### src/rtl/uftx_pkg.sv
package uftx_pkg;

  typedef struct packed {
    logic [2:0] size;
    logic       par_en;
    logic       par_odd;
    logic       two_stop;
  } uftx_cfg_t;

  // Size code to data-bit count; reserved codes fall back to 8.
  function automatic int size_bits(input logic [2:0] code);
    case (code)
      3'd1:    return 9;
      3'd5:    return 5;
      3'd6:    return 6;
      3'd7:    return 7;
      default: return 8;
    endcase
  endfunction

endpackage

### src/rtl/uftx_rst_sync.sv
module uftx_rst_sync (
  input  logic clk,
  input  logic rst_n,
  output logic rst_sn
);
  logic [1:0] sync_q;

  always_ff @(posedge clk or negedge rst_n) begin
    if (!rst_n) sync_q <= 2'b00;
    else        sync_q <= {sync_q[0], 1'b1};
  end

  assign rst_sn = sync_q[1];
endmodule

### src/rtl/uftx_frame_build.sv
module uftx_frame_build
  import uftx_pkg::*;
#(
  parameter int DATA_W  = 9,
  parameter int FRAME_W = DATA_W + 4,
  parameter int CNT_W   = $clog2(FRAME_W + 1)
) (
  input  logic [DATA_W-1:0]  data_i,
  input  uftx_cfg_t          cfg_i,
  output logic [FRAME_W-1:0] frame_o,
  output logic [CNT_W-1:0]   len_o
);
  int   nbits;
  logic par;

  always_comb begin
    nbits = size_bits(cfg_i.size);
    if (nbits > DATA_W) nbits = DATA_W;
    frame_o    = '1;
    frame_o[0] = 1'b0;
    par        = cfg_i.par_odd;
    for (int i = 0; i < DATA_W; i++) begin
      if (i < nbits) begin
        frame_o[1+i] = data_i[i];
        par          = par ^ data_i[i];
      end
    end
    if (cfg_i.par_en) frame_o[1+nbits] = par;
    len_o = CNT_W'(2 + nbits + int'(cfg_i.par_en) + int'(cfg_i.two_stop));
  end
endmodule

### src/rtl/uftx_serializer.sv
module uftx_serializer #(
  parameter int FRAME_W = 13,
  parameter int CNT_W   = $clog2(FRAME_W + 1)
) (
  input  logic               clk,
  input  logic               rst_sn,
  input  logic               tick_i,
  input  logic               load_req_i,
  input  logic [FRAME_W-1:0] frame_i,
  input  logic [CNT_W-1:0]   len_i,
  output logic               take_o,
  output logic               tx_o,
  output logic               active_o
);
  logic [FRAME_W-1:0] sh_q, sh_d;
  logic [CNT_W-1:0]   cnt_q, cnt_d;
  logic               act_q, act_d;

  always_comb begin
    sh_d   = sh_q;
    cnt_d  = cnt_q;
    act_d  = act_q;
    take_o = 1'b0;
    if (tick_i) begin
      if (act_q && cnt_q > CNT_W'(1)) begin
        sh_d  = {1'b1, sh_q[FRAME_W-1:1]};
        cnt_d = cnt_q - 1'b1;
      end else if (load_req_i) begin
        sh_d   = frame_i;
        cnt_d  = len_i;
        act_d  = 1'b1;
        take_o = 1'b1;
      end else begin
        sh_d  = '1;
        cnt_d = '0;
        act_d = 1'b0;
      end
    end
  end

  always_ff @(posedge clk or negedge rst_sn) begin
    if (!rst_sn) begin
      sh_q  <= '1;
      cnt_q <= '0;
      act_q <= 1'b0;
    end else begin
      sh_q  <= sh_d;
      cnt_q <= cnt_d;
      act_q <= act_d;
    end
  end

  assign tx_o     = act_q ? sh_q[0] : 1'b1;
  assign active_o = act_q;

  // a loaded frame opens with a low start bit
  a_r2_start_low: assert property (@(posedge clk) disable iff (!rst_sn)
    take_o |=> (act_q && !sh_q[0]));
  // the line bit only moves on a tick
  a_r2_hold_between_ticks: assert property (@(posedge clk) disable iff (!rst_sn)
    (act_q && !tick_i) |=> $stable(tx_o));
  // the final bit of every frame is a high stop bit
  a_r7_last_bit_high: assert property (@(posedge clk) disable iff (!rst_sn)
    (act_q && cnt_q == CNT_W'(1)) |-> sh_q[0]);
  // frame length stays within 7..FRAME_W bits
  a_r3_len_range: assert property (@(posedge clk) disable iff (!rst_sn)
    take_o |-> (len_i >= CNT_W'(7) && len_i <= CNT_W'(FRAME_W)));
  // a waiting word starts on the tick that ends the previous frame
  a_r10_no_gap: assert property (@(posedge clk) disable iff (!rst_sn)
    (tick_i && act_q && cnt_q == CNT_W'(1) && load_req_i) |=> (act_q && !tx_o));
endmodule

### src/rtl/uart_frame_tx.sv
module uart_frame_tx
  import uftx_pkg::*;
#(
  parameter int DATA_W = 9
) (
  input  logic              clk,
  input  logic              rst_n,
  input  logic [DATA_W-1:0] in_data,
  input  logic              in_valid,
  output logic              in_ready,
  input  logic              baud_tick,
  input  logic [2:0]        cfg_size,
  input  logic              cfg_par_en,
  input  logic              cfg_par_odd,
  input  logic              cfg_two_stop,
  output logic              tx_line,
  output logic              busy,
  output logic              idle
);
  localparam int FRAME_W = DATA_W + 4;
  localparam int CNT_W   = $clog2(FRAME_W + 1);

  logic               rst_sn;
  logic               pend_v_q, pend_v_d;
  logic [DATA_W-1:0]  pend_d_q, pend_d_d;
  logic               take;
  logic               active;
  logic [FRAME_W-1:0] frame;
  logic [CNT_W-1:0]   len;
  uftx_cfg_t          cfg;

  assign cfg = '{size: cfg_size, par_en: cfg_par_en,
                 par_odd: cfg_par_odd, two_stop: cfg_two_stop};

  uftx_rst_sync u_rst (
    .clk    (clk),
    .rst_n  (rst_n),
    .rst_sn (rst_sn)
  );

  uftx_frame_build #(.DATA_W(DATA_W), .FRAME_W(FRAME_W), .CNT_W(CNT_W)) u_build (
    .data_i  (pend_d_q),
    .cfg_i   (cfg),
    .frame_o (frame),
    .len_o   (len)
  );

  uftx_serializer #(.FRAME_W(FRAME_W), .CNT_W(CNT_W)) u_ser (
    .clk        (clk),
    .rst_sn     (rst_sn),
    .tick_i     (baud_tick),
    .load_req_i (pend_v_q),
    .frame_i    (frame),
    .len_i      (len),
    .take_o     (take),
    .tx_o       (tx_line),
    .active_o   (active)
  );

  assign in_ready = !pend_v_q;

  always_comb begin
    pend_v_d = pend_v_q;
    pend_d_d = pend_d_q;
    if (take) pend_v_d = 1'b0;
    if (in_valid && in_ready) begin
      pend_v_d = 1'b1;
      pend_d_d = in_data;
    end
  end

  always_ff @(posedge clk or negedge rst_sn) begin
    if (!rst_sn) begin
      pend_v_q <= 1'b0;
      pend_d_q <= '0;
    end else begin
      pend_v_q <= pend_v_d;
      pend_d_q <= pend_d_d;
    end
  end

  assign busy = active;
  assign idle = !active && !pend_v_q;

  // an accepted word makes the block non-idle next cycle
  a_r9_accept_not_idle: assert property (@(posedge clk) disable iff (!rst_sn)
    (in_valid && in_ready) |=> !idle);
  // an idle block keeps the line high
  a_r1_idle_line_high: assert property (@(posedge clk) disable iff (!rst_sn)
    idle |-> tx_line);
  // a waiting word stays until the serializer takes it
  a_r9_hold_until_taken: assert property (@(posedge clk) disable iff (!rst_sn)
    (!in_ready && !take) |=> !in_ready);
endmodule

### config.mk
export PLATFORM = sky130hd
export DESIGN_NAME = uart_frame_tx
export DESIGN_NICKNAME = d
export VERILOG_FILES = /design/src/rtl/uftx_pkg.sv /design/src/rtl/uftx_rst_sync.sv /design/src/rtl/uftx_frame_build.sv /design/src/rtl/uftx_serializer.sv /design/src/rtl/uart_frame_tx.sv
export SDC_FILE = /design/constraint.sdc
export NUM_CORES = 1
export LEC_CHECK = 0
export BUFFER_PORTS_ARGS = -buffer_cell sky130_fd_sc_hd__buf_2
export CORE_AREA = 2 2 62 64
export DETAILED_ROUTE_END_ITERATION = 16
export DIE_AREA = 0 0 64 66
export PLACE_DENSITY = 0.79
export SYNTH_ARGS = -nofsm -noshare
export SYNTH_HDL_FRONTEND = slang
export SYNTH_SLANG_ARGS = --single-unit
### constraint.sdc
create_clock -name clk -period 0.9 [get_ports clk]
set_input_delay 0.18 -clock clk [delete_from_list [all_inputs] [get_ports clk]]
set_output_delay 0.18 -clock clk [all_outputs]
set_load 0.02 [all_outputs]
# Word level (Yosys, flattened, before mapping)
# Index checks and enable logic that the tools add are counted.
[totals]
regBits = 30
word_cells = 80
output_inout_bits = 4
[op_classes]
eq_ne = 4
reduce_logical = 8
order_cmp = 13
bitwise = 10
add_sub_neg = 5
mux = 34
[ops]
columns = ["operator", "count"]
rows = [
  ["two-way mux 13 bit", 3],
  [">= comparator 32 x 1 -> 1 bit (second input constant)", 1],
  ["< comparator 32 x 6 -> 1 bit (second input constant)", 1],
  ["two-way mux 1 bit", 25],
  ["< comparator 3 x 4 -> 1 bit (first input constant)", 4],
  ["case mux 4 bit (4 select lines)", 1],
  ["bitwise mux 13 bit", 1],
  ["two-way mux 4 bit", 3],
  ["equality test 3 bit (second input constant)", 3],
  ["bitwise XOR 1 bit", 9],
  ["adder 4 x 2 -> 4 bit", 2],
  ["< comparator 1 x 4 -> 1 bit (first input constant)", 2],
  ["< comparator 2 x 4 -> 1 bit (first input constant)", 2],
  ["adder 1 x 4 -> 5 bit (first input constant)", 1],
  ["adder 2 x 4 -> 4 bit (first input constant)", 1],
  ["demux 1 bit (select 4 bit)", 1],
  ["greater-than comparator 4 x 1 -> 1 bit (second input constant)", 1],
  ["greater-than comparator 4 bit (second input constant)", 1],
  ["logical AND 1 bit", 4],
  ["< comparator 4 bit (first input constant)", 1],
  ["subtractor 4 x 1 -> 4 bit (second input constant)", 1],
  ["equality test 3 x 1 -> 1 bit (second input constant)", 1],
  ["zero test 1 bit", 2],
  ["AND reduction 2 bit", 1],
  ["2 further kinds", 2],
]

# Longest topological paths before layout
[depth]
ltp_word = 26
mapped_depth = 10

# By module
# From an unflattened synthesis, not the netlist that was laid out.
[unflattened]
hier_cells = 177
area_unflattened_um2 = 1936.9
[modules_own_cells]
columns = ["mod", "area_each_um2", "n_inst", "seq_area_each_um2", "cells_each"]
rows = [
  ["uftx_serializer", 1027.2, 1, 466.7, 93],
  ["uftx_frame_build", 435.4, 1, 0.0, 57],
  ["uart_frame_tx", 420.4, 1, 250.2, 24],
  ["uftx_rst_sync", 53.8, 1, 50.0, 3],
]

# Worst setup path after synthesis
# No wires, ideal clock.
[synth_timing]
path_type = "input to register"
startpoint = "in cfg_size[2]"
endpoint = "reg u_ser.sh_q[7]"
setup_slack_ns = -0.982
required_ns = 0.806
stages = 9
arrival_time_ns = 1.788
path_buffers = 1
path_cell_list = "buf_2 -> o21ai_1 -> inv_1 -> ha_1 -> nor2b_1 -> xnor2_1 -> xnor3_2 -> o31ai_1 -> a21oi_1"
[synth_between]
elab_chain_len = 26
word_cells_on_any_way = 44
cone_classes = "add/sub: 1; order compare: 12; eq/ne: 4; mux: 18; bitwise: 8; reduce/logical: 1"
[synth_lines]
columns = ["element", "line_no", "text"]
rows = [
  ["start: declaration", "uart_frame_tx.sv:12", "input logic [2:0] cfg_size,"],
  ["equality test 3 bit or equality test 3 x 1 -> 1 bit (tied branches)", "uftx_pkg.sv:12", "case (code)"],
  ["case mux 4 bit (4 select lines) (*)", "uftx_pkg.sv:12", ""],
  ["greater-than comparator 4 bit", "uftx_frame_build.sv:18", "if (nbits > DATA_W) nbits = DATA_W;"],
  ["two-way mux 4 bit (*)", "uftx_frame_build.sv:18", ""],
  ["< comparator 1 x 4 -> 1 bit", "uftx_frame_build.sv:23", "if (i < nbits) begin"],
  ["two-way mux 1 bit", "uftx_frame_build.sv:23", ""],
  ["bitwise XOR 1 bit", "uftx_frame_build.sv:25", "par = par ^ data_i[i];"],
  ["two-way mux 1 bit", "uftx_frame_build.sv:23", ""],
  ["[... 10 more ...]", "--", ""],
  ["bitwise XOR 1 bit", "uftx_frame_build.sv:25", ""],
  ["two-way mux 1 bit", "uftx_frame_build.sv:23", ""],
  ["bitwise XOR 1 bit", "uftx_frame_build.sv:25", ""],
  ["two-way mux 1 bit", "uftx_frame_build.sv:23", ""],
  ["bitwise mux 13 bit", "uftx_frame_build.sv:28", "if (cfg_i.par_en) frame_o[1+nbits] = par;"],
  ["two-way mux 13 bit (*)", "uftx_frame_build.sv:28", ""],
  ["two-way mux 13 bit (*)", "uftx_serializer.sv:28", "end else if (load_req_i) begin"],
  ["two-way mux 13 bit (*)", "uftx_serializer.sv:25", "if (act_q && cnt_q > CNT_W'(1)) begin"],
  ["end signal: assignment", "uftx_serializer.sv:43", "sh_q <= '1;"],
  ["end signal: assignment", "uftx_serializer.sv:47", "sh_q <= sh_d;"],
  ["end: declaration", "uftx_serializer.sv:15", "logic [FRAME_W-1:0] sh_q, sh_d;"],
]
# Mark *: on every way between the ends. The rest lies on a longest branch, timed or not.
# A chain may end at the register's enable or synchronous reset.

# Worst setup path in the final report
[layout_timing]
startpoint = "reg u_ser.cnt_q[0]"
endpoint = "reg u_ser.sh_q[6]"
[layout_between]
elab_chain_len = 3
[layout_lines]
columns = ["element", "line_no", "text"]
rows = [
  ["start: declaration", "uftx_serializer.sv:16", "logic [CNT_W-1:0] cnt_q, cnt_d;"],
  ["start signal: assignment", "uftx_serializer.sv:48", "cnt_q <= cnt_d;"],
  ["greater-than comparator 4 x 1 -> 1 bit", "uftx_serializer.sv:25", ""],
  ["logical AND 1 bit", "uftx_serializer.sv:25", ""],
  ["two-way mux 13 bit", "uftx_serializer.sv:25", ""],
]
# Every way passes these cells.

==> summary.md <==
| Metric | Value |
|---|---|
| Max Clk Rate | 557 MHz |
| CP startpoint kind | flop |
| Post-synth ARST share | 100% |
| GRT Util Overall | 27.1% |
| Status | finished, violations left |
| Worst-Margin Slew | 0.481 ns |
| Die height | 66 µm |
| Layout cells sized above 1 | 58.9% |
| P_leak | 1.28 nW |
| Comb power frac | 68.3% |
| DR iter-0 viols | 104 |
| Initial antenna violation count | 0 |
| DRC violations left | 0 |
| TritonRoute pass-1 iters | 4 |
| Clock share of power | 7.5% |
| Slew Viols, Final | 0 |
| Antenna Violating Nets Remaining | 0 |
| Arrival @ worst endpoint | 2.05 ns |
| Hold WS | 0.0584 ns |
| Clock transition at path regs | 0.10 ns |
| # clock sinks | 30 |
| Grt ovf | 0 |
| Row cnt | 22 |
| Sequential power share | 24.3% |
| Syn Inst Count | 188 |
| Inserted Clock Buffers | 5 |
| First-pass GRT wire length | 8470 µm |
| DP Wirelength | 3440 µm |
| Routability Congestion | 0.878 |
| Max clock buf depth | 2 |
| Period utilization | 199% |
| Area of the core | 0.00355 mm² |
| I/O pin count | 23 |
| P_sw | 4.24 mW |
| Synthesized area | 0.00174 mm² |
| Die width | 64 µm |
| DIE AREA | 0.00422 mm² |
| Final hold violations | 0 |
| Hold Path Class | primary input to flop |
| Clk_skew | 0.0112 ns |
| Synth Flop Type | dfrtp_1 |
| Final worst path period need | 1.79 ns |
| RSZ-0062 raised after global routing | true |
| Max rail drop VDD | 2540 µV |
| DR vias | 1,816 |
| Initial core utilization | 48.9% |
| CP Capture Type | flop |
| Yosys warnings | 0 |
| Req. time, crit path | 1.16 ns |
| Synth cell types | 45 |
| Switching Share | 40.6% |
| Syn Nets | 212 |
| Most frequent cells in the layout | 56 x buf_4, 18 x buf_2, 16 x nor2_1, 16 x buf_6, 15 x dfrtp_1 |
| PwrDens | 3670 mW/mm² |
| Worst slew margin | 67.1% |
| Failing checks | negative setup slack |
| Most common cell after layout, fill and taps aside | buf_4 |
| Fin area | 0.00285 mm² |
| Final net count | 305 |
| WL final | 5680 µm |
| Pin count of the biggest net entering global routing | 29 |
| Int Power | 6.20 mW |
| WL per Instance | 17.2 µm |
| TNS Setup | -19.71 ns |
| Clock Root Buffer | clkbuf_4 |
| PortBufs | 22 |
| Syn Area/Cell | 9.24 µm² |
| Clock latency on the worst-skew pair | 0.34 ns |
| Synth-to-Final Area Change | 63.9% |
| Antenna cells | 0 |
| CTS tree | yes |
| H-tree depth | 2 |
| MaxCap Viol Count | 0 |
| Setup WS post-layout | -0.894 ns |
| WS Path Type | flop to flop |
| Vias per cell | 5.50 |
| Post-placement cell area | 0.00248 mm² |
| Setup-failing EPs final | 32 |
| Vias in the first global route | 1,861 |
| Crit-path max FO | 4 |
| Seq/Total Area, Yosys | 44.2% |
| Synth Register Bits | 30 |
| Number of synthesized flops with an enable pin | 0 |
[power groups by stage]
stage / clock network [mW] / registers, mW / logic, mW
global route: 0.862 / 2.59 / 7.57
detailed placement: 0 / 2.44 / 5.67
floorplan: 0 / 2.51 / 3.64
global placement: 0 / 2.41 / 5.51
CTS: 0.790 / 2.45 / 6.58
finish: 0.778 / 2.53 / 7.13
[per-stage QoR]
stage	power, mW	utilization [%]	setup slack (ns)	std cells
CTS	9.82	77.1	-0.837	326
detailed placement	8.11	69.8	-0.994	304
finish	10.4	80.2	-0.894	330
global placement	7.92	69.8	-0.899	304
global route	11.0	80.2	-0.970	330
floorplan	6.15	-	-0.894	188
[layer usage]
layer / track usage [%] / part of all wire [%] / vias up
li1: - / - / 847
met1: 30.5 / 39 / 859
met4: 15.5 / 6.0 / 0
met5: 0 / 0 / -
met2: 46.9 / 50 / 78
met3: 6.30 / 4.7 / 32
[kinds of logic (layout without fill, tap and decap cells)]
| kind of cell | Yosys count | count (layout) | share of synthesized area, % |
|---|---|---|---|
| other cells | 1 | 1 | 0.216 |
| simple gates | 63 | 63 | 17.4 |
| buf+inv | 22 | 115 | 4.83 |
| xor+xnor | 9 | 9 | 5.84 |
| compound gates | 50 | 51 | 18.4 |
| mux | 8 | 8 | 5.12 |
| flops | 30 | 30 | 44.2 |
| fa+ha+maj | 5 | 5 | 4.03 |
[timing repair]
action,in CTS,in global routing
pin swaps,11,10
gates cloned,1,0
endpoints found under the hold margin,2,0
resized for setup,26,21
setup endpoints to repair,32,32
hold buffers,1,0
setup buffers,12,5
[state kept, by name, indices dropped and copies added (netlist names)]
name            flops
pend_v_q            1
pend_d_q            9
u_ser.active_o      1
u_ser.sh_q         13
u_ser.cnt_q         4
u_rst.sync_q        2
[path summary, 6_finish.rpt]
| path | endpoint | slack [ns] | cells past startpoint | startpoint |
|---|---|---|---|---|
| max reg2reg | u_ser.sh_q[6] | -0.89 | 9 | u_ser.cnt_q[0] |
| min in group asynchronous | u_rst.sync_q[0] | 0.16 | 2 | rst_n |
| max in group asynchronous | u_ser.sh_q[3] | 0.44 | 1 | u_rst.sync_q[1] |
| min reg2reg | u_ser.cnt_q[1] | 0.21 | 1 | u_rst.sync_q[1] |
| max | u_ser.sh_q[6] | -0.89 | 9 | u_ser.cnt_q[0] |
| min | pend_d_q[2] | 0.06 | 3 | in_data[2] |
[critical path, stage by stage, from the launching register on]
cell and delay, ns:
dfrtp_1 0.44, inv_2 0.09, ha_4 0.14, nor2_4 0.04
o31ai_4 0.37, buf_6 0.17, buf_6 0.10, a41oi_2 0.10
mux2i_1 0.20, a41oi_2 0.05
[cell usage after synthesis, types with 4 or more instances]
cell type | instances | area share, %
dfstp_2 | 13 | 20
nand2_1 | 12 | 2.6
xnor2_1 | 6 | 3.0
ha_1 | 4 | 2.9
inv_1 | 14 | 3.0
dfrtp_1 | 17 | 24
a21oi_1 | 9 | 2.6
or3_1 | 6 | 2.2
nor2b_1 | 4 | 1.4
nor2_1 | 27 | 5.8
o21ai_0 | 18 | 5.2
nor3_1 | 4 | 1.2
clkbuf_1 | 7 | 1.5
mux2_2 | 7 | 4.5
[layout make-up]
class	instances	area, µm²
clock buffers	8	48.8
fillers	224	704
inverters	14	56.3
multi-input cells	137	1170
flip-flops and latches	30	769
well taps	48	60.1
repair buffers	93	741
Note: power is estimated with default switching activity, not from simulation.
